## src/rtl/cpu16_pkg.sv

```systemverilog
package cpu16_pkg;

  localparam int XLEN  = 16;
  localparam int NREG  = 8;
  localparam int OPC_W = 5;
  localparam int RSEL_W = $clog2(NREG);

  typedef enum logic [OPC_W-1:0] {
    OPC_NOP   = 5'b00000,
    OPC_LOAD  = 5'b00001,
    OPC_STORE = 5'b00010,
    OPC_COPY  = 5'b00011,
    OPC_LDIMM = 5'b00100,
    OPC_JMP   = 5'b00101,
    OPC_JGT   = 5'b00110,
    OPC_INCR  = 5'b00111
  } opcode_e;

  typedef enum logic [1:0] {
    ST_BOOT  = 2'd0,
    ST_FETCH = 2'd1,
    ST_EXEC  = 2'd2
  } ctrl_state_e;

  function automatic logic [XLEN-1:0] plus_one(input logic [XLEN-1:0] v);
    return v + XLEN'(1);
  endfunction

  function automatic logic above_unsigned(input logic [XLEN-1:0] a,
                                          input logic [XLEN-1:0] b);
    return a > b;
  endfunction

  function automatic logic opcode_known(input logic [OPC_W-1:0] op);
    return op[OPC_W-1:3] == '0;
  endfunction

endpackage

```

## src/rtl/cpu16_regfile.sv

```systemverilog
module cpu16_regfile
  import cpu16_pkg::*;
#(
  parameter int N      = NREG,
  parameter int W      = XLEN,
  parameter int SEL_W  = $clog2(N)
) (
  input  logic             clk,
  input  logic             rst_n,
  input  logic             we,
  input  logic [SEL_W-1:0] wsel,
  input  logic [W-1:0]     wdata,
  input  logic [SEL_W-1:0] asel,
  output logic [W-1:0]     adata,
  input  logic [SEL_W-1:0] bsel,
  output logic [W-1:0]     bdata
);

  logic [W-1:0] regs [N];

  always_ff @(posedge clk) begin
    if (!rst_n) begin
      for (int i = 0; i < N; i++) regs[i] <= '0;
    end else if (we) begin
      regs[wsel] <= wdata;
    end
  end

  assign adata = regs[asel];
  assign bdata = regs[bsel];

endmodule

```

## src/rtl/cpu16_ctrl.sv

```systemverilog
module cpu16_ctrl
  import cpu16_pkg::*;
#(
  parameter int BOOT_CYCLES = 2
) (
  input  logic clk,
  input  logic rst_n,
  output logic st_boot,
  output logic st_fetch,
  output logic st_exec
);

  localparam int CW = $clog2(BOOT_CYCLES + 1);

  ctrl_state_e     state;
  logic [CW-1:0]   boot_cnt;

  always_ff @(posedge clk) begin
    if (!rst_n) begin
      state    <= ST_BOOT;
      boot_cnt <= '0;
    end else begin
      case (state)
        ST_BOOT: begin
          if (boot_cnt == CW'(BOOT_CYCLES - 1)) state <= ST_FETCH;
          else boot_cnt <= boot_cnt + 1'b1;
        end
        ST_FETCH: state <= ST_EXEC;
        default:  state <= ST_FETCH;
      endcase
    end
  end

  assign st_boot  = (state == ST_BOOT);
  assign st_fetch = (state == ST_FETCH);
  assign st_exec  = (state == ST_EXEC);


  fetch_then_exec_chk: assert property (@(posedge clk) disable iff (!rst_n)
    st_fetch |=> st_exec);


  exec_then_fetch_chk: assert property (@(posedge clk) disable iff (!rst_n)
    st_exec |=> st_fetch);

endmodule

```

## src/rtl/cpu16_core.sv

```systemverilog
module cpu16_core
  import cpu16_pkg::*;
#(
  parameter int BOOT_CYCLES = 2
) (
  input  logic            clk,
  input  logic            rst_n,
  output logic [XLEN-1:0] mem_addr,
  output logic [XLEN-1:0] mem_wdata,
  input  logic [XLEN-1:0] mem_rdata,
  output logic            mem_rd,
  output logic            mem_vld
);

  logic st_boot, st_fetch, st_exec;

  cpu16_ctrl #(.BOOT_CYCLES(BOOT_CYCLES)) u_ctrl (
    .clk      (clk),
    .rst_n    (rst_n),
    .st_boot  (st_boot),
    .st_fetch (st_fetch),
    .st_exec  (st_exec)
  );

  logic [XLEN-1:0] pc, ir;
  opcode_e         op;
  logic [RSEL_W-1:0] src_sel, dst_sel;
  logic [XLEN-1:0] src_val, dst_val;

  assign op      = opcode_e'(ir[15:11]);
  assign src_sel = ir[5:3];
  assign dst_sel = ir[2:0];

  logic unused_ir_bits;
  assign unused_ir_bits = ^ir[10:6];

  // Named execute-cycle events
  logic ex_load, ex_store, ex_copy, ex_ldimm, ex_jmp, ex_jgt, ex_incr;
  logic ex_imm, ex_unknown, gt_hit, br_take;

  assign ex_load    = st_exec && (op == OPC_LOAD);
  assign ex_store   = st_exec && (op == OPC_STORE);
  assign ex_copy    = st_exec && (op == OPC_COPY);
  assign ex_ldimm   = st_exec && (op == OPC_LDIMM);
  assign ex_jmp     = st_exec && (op == OPC_JMP);
  assign ex_jgt     = st_exec && (op == OPC_JGT);
  assign ex_incr    = st_exec && (op == OPC_INCR);
  assign ex_imm     = ex_ldimm || ex_jmp || ex_jgt;
  assign ex_unknown = st_exec && !opcode_known(ir[15:11]);
  assign gt_hit     = above_unsigned(src_val, dst_val);
  assign br_take    = ex_jmp || (ex_jgt && gt_hit);

  // Register file write path
  logic            rf_we;
  logic [XLEN-1:0] rf_wdata;

  assign rf_we = ex_load || ex_copy || ex_ldimm || ex_incr;

  always_comb begin
    rf_wdata = mem_rdata;
    if (ex_copy) rf_wdata = src_val;
    else if (ex_incr) rf_wdata = plus_one(dst_val);
  end

  cpu16_regfile #(.N(NREG), .W(XLEN)) u_rf (
    .clk   (clk),
    .rst_n (rst_n),
    .we    (rf_we),
    .wsel  (dst_sel),
    .wdata (rf_wdata),
    .asel  (src_sel),
    .adata (src_val),
    .bsel  (dst_sel),
    .bdata (dst_val)
  );

  // Memory port
  always_comb begin
    mem_vld   = 1'b0;
    mem_rd    = 1'b1;
    mem_addr  = pc;
    mem_wdata = src_val;
    if (st_fetch || ex_imm) begin
      mem_vld = 1'b1;
    end else if (ex_load) begin
      mem_vld  = 1'b1;
      mem_addr = src_val;
    end else if (ex_store) begin
      mem_vld  = 1'b1;
      mem_rd   = 1'b0;
      mem_addr = dst_val;
    end
  end

  // Program counter and instruction register
  always_ff @(posedge clk) begin
    if (!rst_n) begin
      pc <= '0;
      ir <= '0;
    end else if (st_boot) begin
      pc <= '0;
    end else if (st_fetch) begin
      ir <= mem_rdata;
      pc <= plus_one(pc);
    end else if (br_take) begin
      pc <= mem_rdata;
    end else if (ex_imm) begin
      pc <= plus_one(pc);
    end
  end


  boot_quiet_chk: assert property (@(posedge clk) disable iff (!rst_n)
    st_boot |-> !mem_vld);


  imm_follows_fetch_chk: assert property (@(posedge clk) disable iff (!rst_n)
    st_fetch |=> (!ex_imm || mem_addr == $past(pc) + XLEN'(1)));


  write_only_store_chk: assert property (@(posedge clk) disable iff (!rst_n)
    (mem_vld && !mem_rd) |-> ex_store);


  branch_target_chk: assert property (@(posedge clk) disable iff (!rst_n)
    br_take |=> pc == $past(mem_rdata));


  jgt_fallthrough_chk: assert property (@(posedge clk) disable iff (!rst_n)
    (ex_jgt && !gt_hit) |=> pc == $past(pc) + XLEN'(1));


  unknown_quiet_chk: assert property (@(posedge clk) disable iff (!rst_n)
    ex_unknown |-> (!mem_vld && !rf_we));

endmodule

```

## config.mk

```make
export PLATFORM = sky130hd
export DESIGN_NAME = cpu16_core
export DESIGN_NICKNAME = d
export VERILOG_FILES = /design/src/rtl/cpu16_pkg.sv /design/src/rtl/cpu16_regfile.sv /design/src/rtl/cpu16_ctrl.sv /design/src/rtl/cpu16_core.sv
export SDC_FILE = /design/constraint.sdc
export NUM_CORES = 1
export LEC_CHECK = 0
export ABC_AREA = 1
export CAP_MARGIN = 5
export CORE_MARGIN = 4
export CORE_UTILIZATION = 49
export CTS_CLUSTER_SIZE = 28
export DETAILED_ROUTE_END_ITERATION = 16
export PLACE_DENSITY = 0.63
export RECOVER_POWER = 50
export SLEW_MARGIN = 20
export SYNTH_ARGS = -nofsm -noshare
export SYNTH_HDL_FRONTEND = slang
export SYNTH_HIERARCHICAL = 1
export SYNTH_SLANG_ARGS = --single-unit
```

## constraint.sdc

```tcl
create_clock -name clk -period 3.94 [get_ports clk]
set_clock_uncertainty 0.15 [all_clocks]
set_input_delay 0.591 -clock clk [delete_from_list [all_inputs] [get_ports clk]]
set_output_delay 0.591 -clock clk [all_outputs]
set_load 0.005 [all_outputs]
```

# == Word level (Yosys, flattened, before mapping) ==
# Memory sizes are Yosys's and may differ from the RTL's. A register that Yosys moved wholly into a read port is not among the register bits.
# Cells that the tools add are included.
# op_classes
n_reduce_logical,21
add_sub_neg,3
magnitude_cmp,1
n_eq_ne,11
mux,27
bitwise,3
# ops
operator,n
16-bit two-way mux,9
"16-bit by 1-bit adder with 16-bit output, second input constant",2
"5-bit by 3-bit equality test with 1-bit output, second input constant",4
16-bit > comparator,1
16-bit OR reduction,1
3-bit two-way mux,5
1-bit two-way mux,11
"5-bit by 2-bit equality test with 1-bit output, second input constant",2
1-bit logical AND,8
1-bit logical OR,7
"5-bit by 1-bit equality test with 1-bit output, second input constant",1
"2-bit by 1-bit equality test with 1-bit output, second input constant",2
2-bit one-hot mux with 2 select lines,1
2-bit AND reduction,2
1-bit NOT,3
3-bit nonzero test,1
"2-bit by 1-bit adder with 2-bit output, second input constant",1
"2-bit equality test, second input constant",1
2-bit logical NOT,1
2-bit two-way mux,1
"2-bit by 1-bit inequality test with 1-bit output, second input constant",1
2-bit OR reduction,1
# totals
output_inout_bits,34
word_cells,71
in_bits,18
register_bits,36
memories,1
ram_bits,128
# memory_table
memory,words,width,rd,rd_clocked_by_memory_dff,wr,line,source
u_rf.regs,8,16,2,2,8,cpu16_regfile.sv:19,logic [W-1:0] regs [N];

# == Logic depth before layout (Yosys ltp) ==
# depth
depth_word,10
ltp_mapped,25
depth_no_buf,24

# == Hierarchy ==
# The synthesis kept the hierarchy.
# by_module_without_submodules
module,cells_each,n_inst,area_each_um2
cpu16_regfile,1032,1,7536.0
cpu16_core,460,1,2834.0
cpu16_ctrl,24,1,180.2

# == Least setup slack after synthesis ==
# Ideal clock, no wire load.
# synth_timing
path_type,reg2reg
from,register ir[1]
to,memory u_rf/regs[0][15] in the netlist's numbering (data pin)
stages_incl_launch_ff,18
arrival_ns,2.339
slack_ns,1.192
setup_ns,0.259
synth_period_minus_slack_ns,2.748
cell_sequence,dfxtp_1 > buf_2 > clkbuf_1 > nand3_1 > nand2_1 > nand2_1 > nand2_1 > nand3_1 > nor2_1 > nand3_2 > nor3_1 > nand3_1 > o21ai_0 > nand3_1 > nand2_1 > o21ai_0 > inv_1 > nor2_1
# synth_lines
element,line,source
"start, declared",cpu16_core.sv:25,"logic [XLEN-1:0] pc, ir;"
"start signal, assigned",cpu16_core.sv:103,ir <= mem_rdata;
"end, declared",cpu16_regfile.sv:19,

==> results.json <==
{
  "start_util": 0.500,
  "worstSetupEndpointType": "output port",
  "synth.area.top_cells": "edfxtp_1, nand2_1, inv_1, nand3_1, nor2_1",
  "via_count": 10082,
  "ys_warn_count": 6,
  "clock_path_buffers": 2,
  "grt.total_usage": 0.289,
  "syn_avg_cell_area_um2": 6.96,
  "final_common_cell": "nand2_1",
  "p_leak_nw": 5.67,
  "status": "completed",
  "synth_largest_area_cell": "edfxtp_1",
  "setup_viol": 0,
  "drt_wl_total_mm": 34.4,
  "p_total_w": 0.00614,
  "crit_fanout": 15,
  "synthFlopType": "edfxtp_1",
  "hold_class": "reg -> reg",
  "maxCapViolations": 0,
  "fin_nets": 1593,
  "antenna_left": 0,
  "synth_cell_types": 35,
  "design.die.area_mm2": 0.0239,
  "hold_depth": 2,
  "cts_num_sinks": 159,
  "grt_pass1_vias": 9424,
  "nFillCells": 2057,
  "criticalPathCategory": "reg -> out",
  "critical_path_required_ns": 3.20,
  "synth.net_count": 1553,
  "drt_first_pass_iters": 6,
  "post-route-min-period_ns": 3.75,
  "viasPerCell": 5.47,
  "grt_max_degree": 66,
  "worst_pin_slew_ns": 1.20,
  "drc_errors": 0,
  "htree_levels": 4,
  "wire_per_inst_um": 18.6,
  "timing.reg2reg.setup_slack_ns": 0.29,
  "cts-root-buf": "clkbuf_16",
  "regToRegEndpoint": "u_rf/regs[5][15]",
  "fp.dieH_um": 155,
  "layout-drive-gt1-share": 0.0529,
  "holdPathEnd": "u_ctrl/boot_cnt[1]",
  "io_pins": 52,
  "port_buffers": 51,
  "grt_pass1_wl_mm": 53.3,
  "clk_pin_slew_ns": 0.07,
  "synth_top_cell_area_share": 0.364,
  "worstSkewPairLatency_ns": 0.44,
  "cts_setup_buffers": 0,
  "cts_buffers": 17,
  "drt-initial-drc-count": 1091,
  "r2r_start": "u_ctrl/state[1]",
  "yosys_register_bits": 159,
  "cts-resized-gates": 0,
  "powerDensity_mw_per_mm2": 516,
  "die_w_um": 155,
  "synth_edf_count": 128,
  "final_max_slew_viol_count": 0,
  "netlist_area_mm2": 0.0106,
  "holdBufCountCts": 0,
  "grt_overflow": 0,
  "areaGrowthSynthToFinish_pct": 12.8,
  "async_flop_share": 0,
  "num_rows": 53,
  "ir_worst_vdd_v": 0.000261,
  "fin_crit_sh": 0.953,
  "cts_tree": "built",
  "ys_seq_area_frac": 0.423,
  "reg2reg_depth": 13,
  "cp.arrival_ns": 3.01,
  "antennaDiodeCount": 0,
  "max_freq_mhz": 266,
  "critPathLaunchType": "flop",
  "slew_headroom": 0.198,
  "core-area_mm2": 0.0211,
  "syn_inst": 1516,
  "timing_hold_violations_final": 0,
  "rsz0062_at_grt": "false",
  "gp_congestion": 0.883,
  "antenna_found_initial": 0,
  "hp-start": "u_ctrl/boot_cnt[1]",
  "most-common-layout-cells": "nand2_1, inv_1, nor2_1",
  "tns_ns": 0,
  "place_hpwl_mm": 23.3
}
==> worst max-delay path: stages (launching register included) <==
cell and delay [ns]:
dfxtp_1 0.31, inv_1 0.53, buf_4 0.33, nand3_1 0.10
nand2_1 0.06, nand2_1 0.04, nand2_1 0.19, inv_1 0.09
o221ai_1 0.32, clkdlybuf4s50_1 0.59
==> state kept, by name, indices dropped and copies added, names as in the netlist <==
name	count
u_rf/regs	128
pc	16
ir	11
u_ctrl/boot_cnt	2
u_ctrl/state	2
==> cell type report <==
class	instances	area, um2	area share
flip-flops and latches	159	4470	0.375
inverters	239	897	0.0754
clock buffers	17	425	0.0358
well taps	275	344	0.0289
clock inverters	15	225	0.0189
repair buffers	88	751	0.0631
multi-input cells	1051	4790	0.402
==> routing by layer <==
layer | up-vias | share of wire | GRT usage
met5 | - | 0 | 0
met4 | 0 | 0.026 | 0.0913
met3 | 65 | 0.095 | 0.0431
met2 | 509 | 0.46 | 0.461
met1 | 4658 | 0.42 | 0.408
li1 | 4850 | - | -
==> worst max path at each step <==
| stage | start | end | slack (ns) | cells after the start |
|---|---|---|---|---|
| 6_report | ir[4] | mem_addr[15] | 0.19 | 9 |
| 5_1_grt | u_ctrl/state[1] | mem_addr[5] | 0.007 | 13 |
| 4_1_cts | u_ctrl/state[1] | mem_addr[5] | 0.14 | 13 |
| 3_5_place_dp | ir[0] | u_rf/regs[6][15] | 0.48 | 18 |
| 3_3_place_gp | ir[0] | u_rf/regs[5][15] | 0.50 | 18 |
| 2_1_floorplan | ir[1] | u_rf/regs[0][15] | 1.19 | 17 |
==> report_power, final <==
part / switching (W) / internal, W / total, W
clock: 0.000768 / 0.00108 / 0.00185
combinational: 0.00158 / 0.000746 / 0.00232
sequential: 0.0000611 / 0.00191 / 0.00197
total: 0.00240 / 0.00374 / 0.00614
==> metrics by stage <==
step / setup WS, ns / hold WS [ns] / area [um2] / cells / utilization
2_1_floorplan: 1.19 / 0.302 / 10600 / 1516 / -
3_3_place_gp: 0.495 / 0.319 / 11300 / 1812 / 0.538
3_5_place_dp: 0.476 / 0.328 / 11300 / 1812 / 0.538
4_1_cts: 0.136 / 0.345 / 12000 / 1844 / 0.569
5_1_grt: 0.00673 / 0.383 / 11900 / 1844 / 0.564
6_report: 0.186 / 0.340 / 11900 / 1844 / 0.564
==> cell usage after synthesis, types with 3 or more instances <==
cell type,count
nor2_4,4
nand2_1,511
o21ai_1,12
a21oi_1,36
nand2_2,13
dfxtp_1,31
xor2_1,21
inv_2,3
buf_6,13
ha_1,19
nor2_1,181
o22ai_1,6
nor3_1,10
clkbuf_1,20
nand3_1,159
inv_1,234
nand2_4,4
o221ai_1,15
edfxtp_1,128
o21ai_0,45
buf_2,30
==> kinds of logic after synthesis <==
family | after synthesis | share of synthesized area
AOI/OAI and AO/OA | 122 | 0.0665
and+or+nand+nor | 887 | 0.346
DFF | 159 | 0.423
adders and majority gates | 19 | 0.0225
buffers and inverters | 306 | 0.122
xor gates and xnor gates | 23 | 0.0191
No activity file was read; power rests on OpenSTA's default activity.
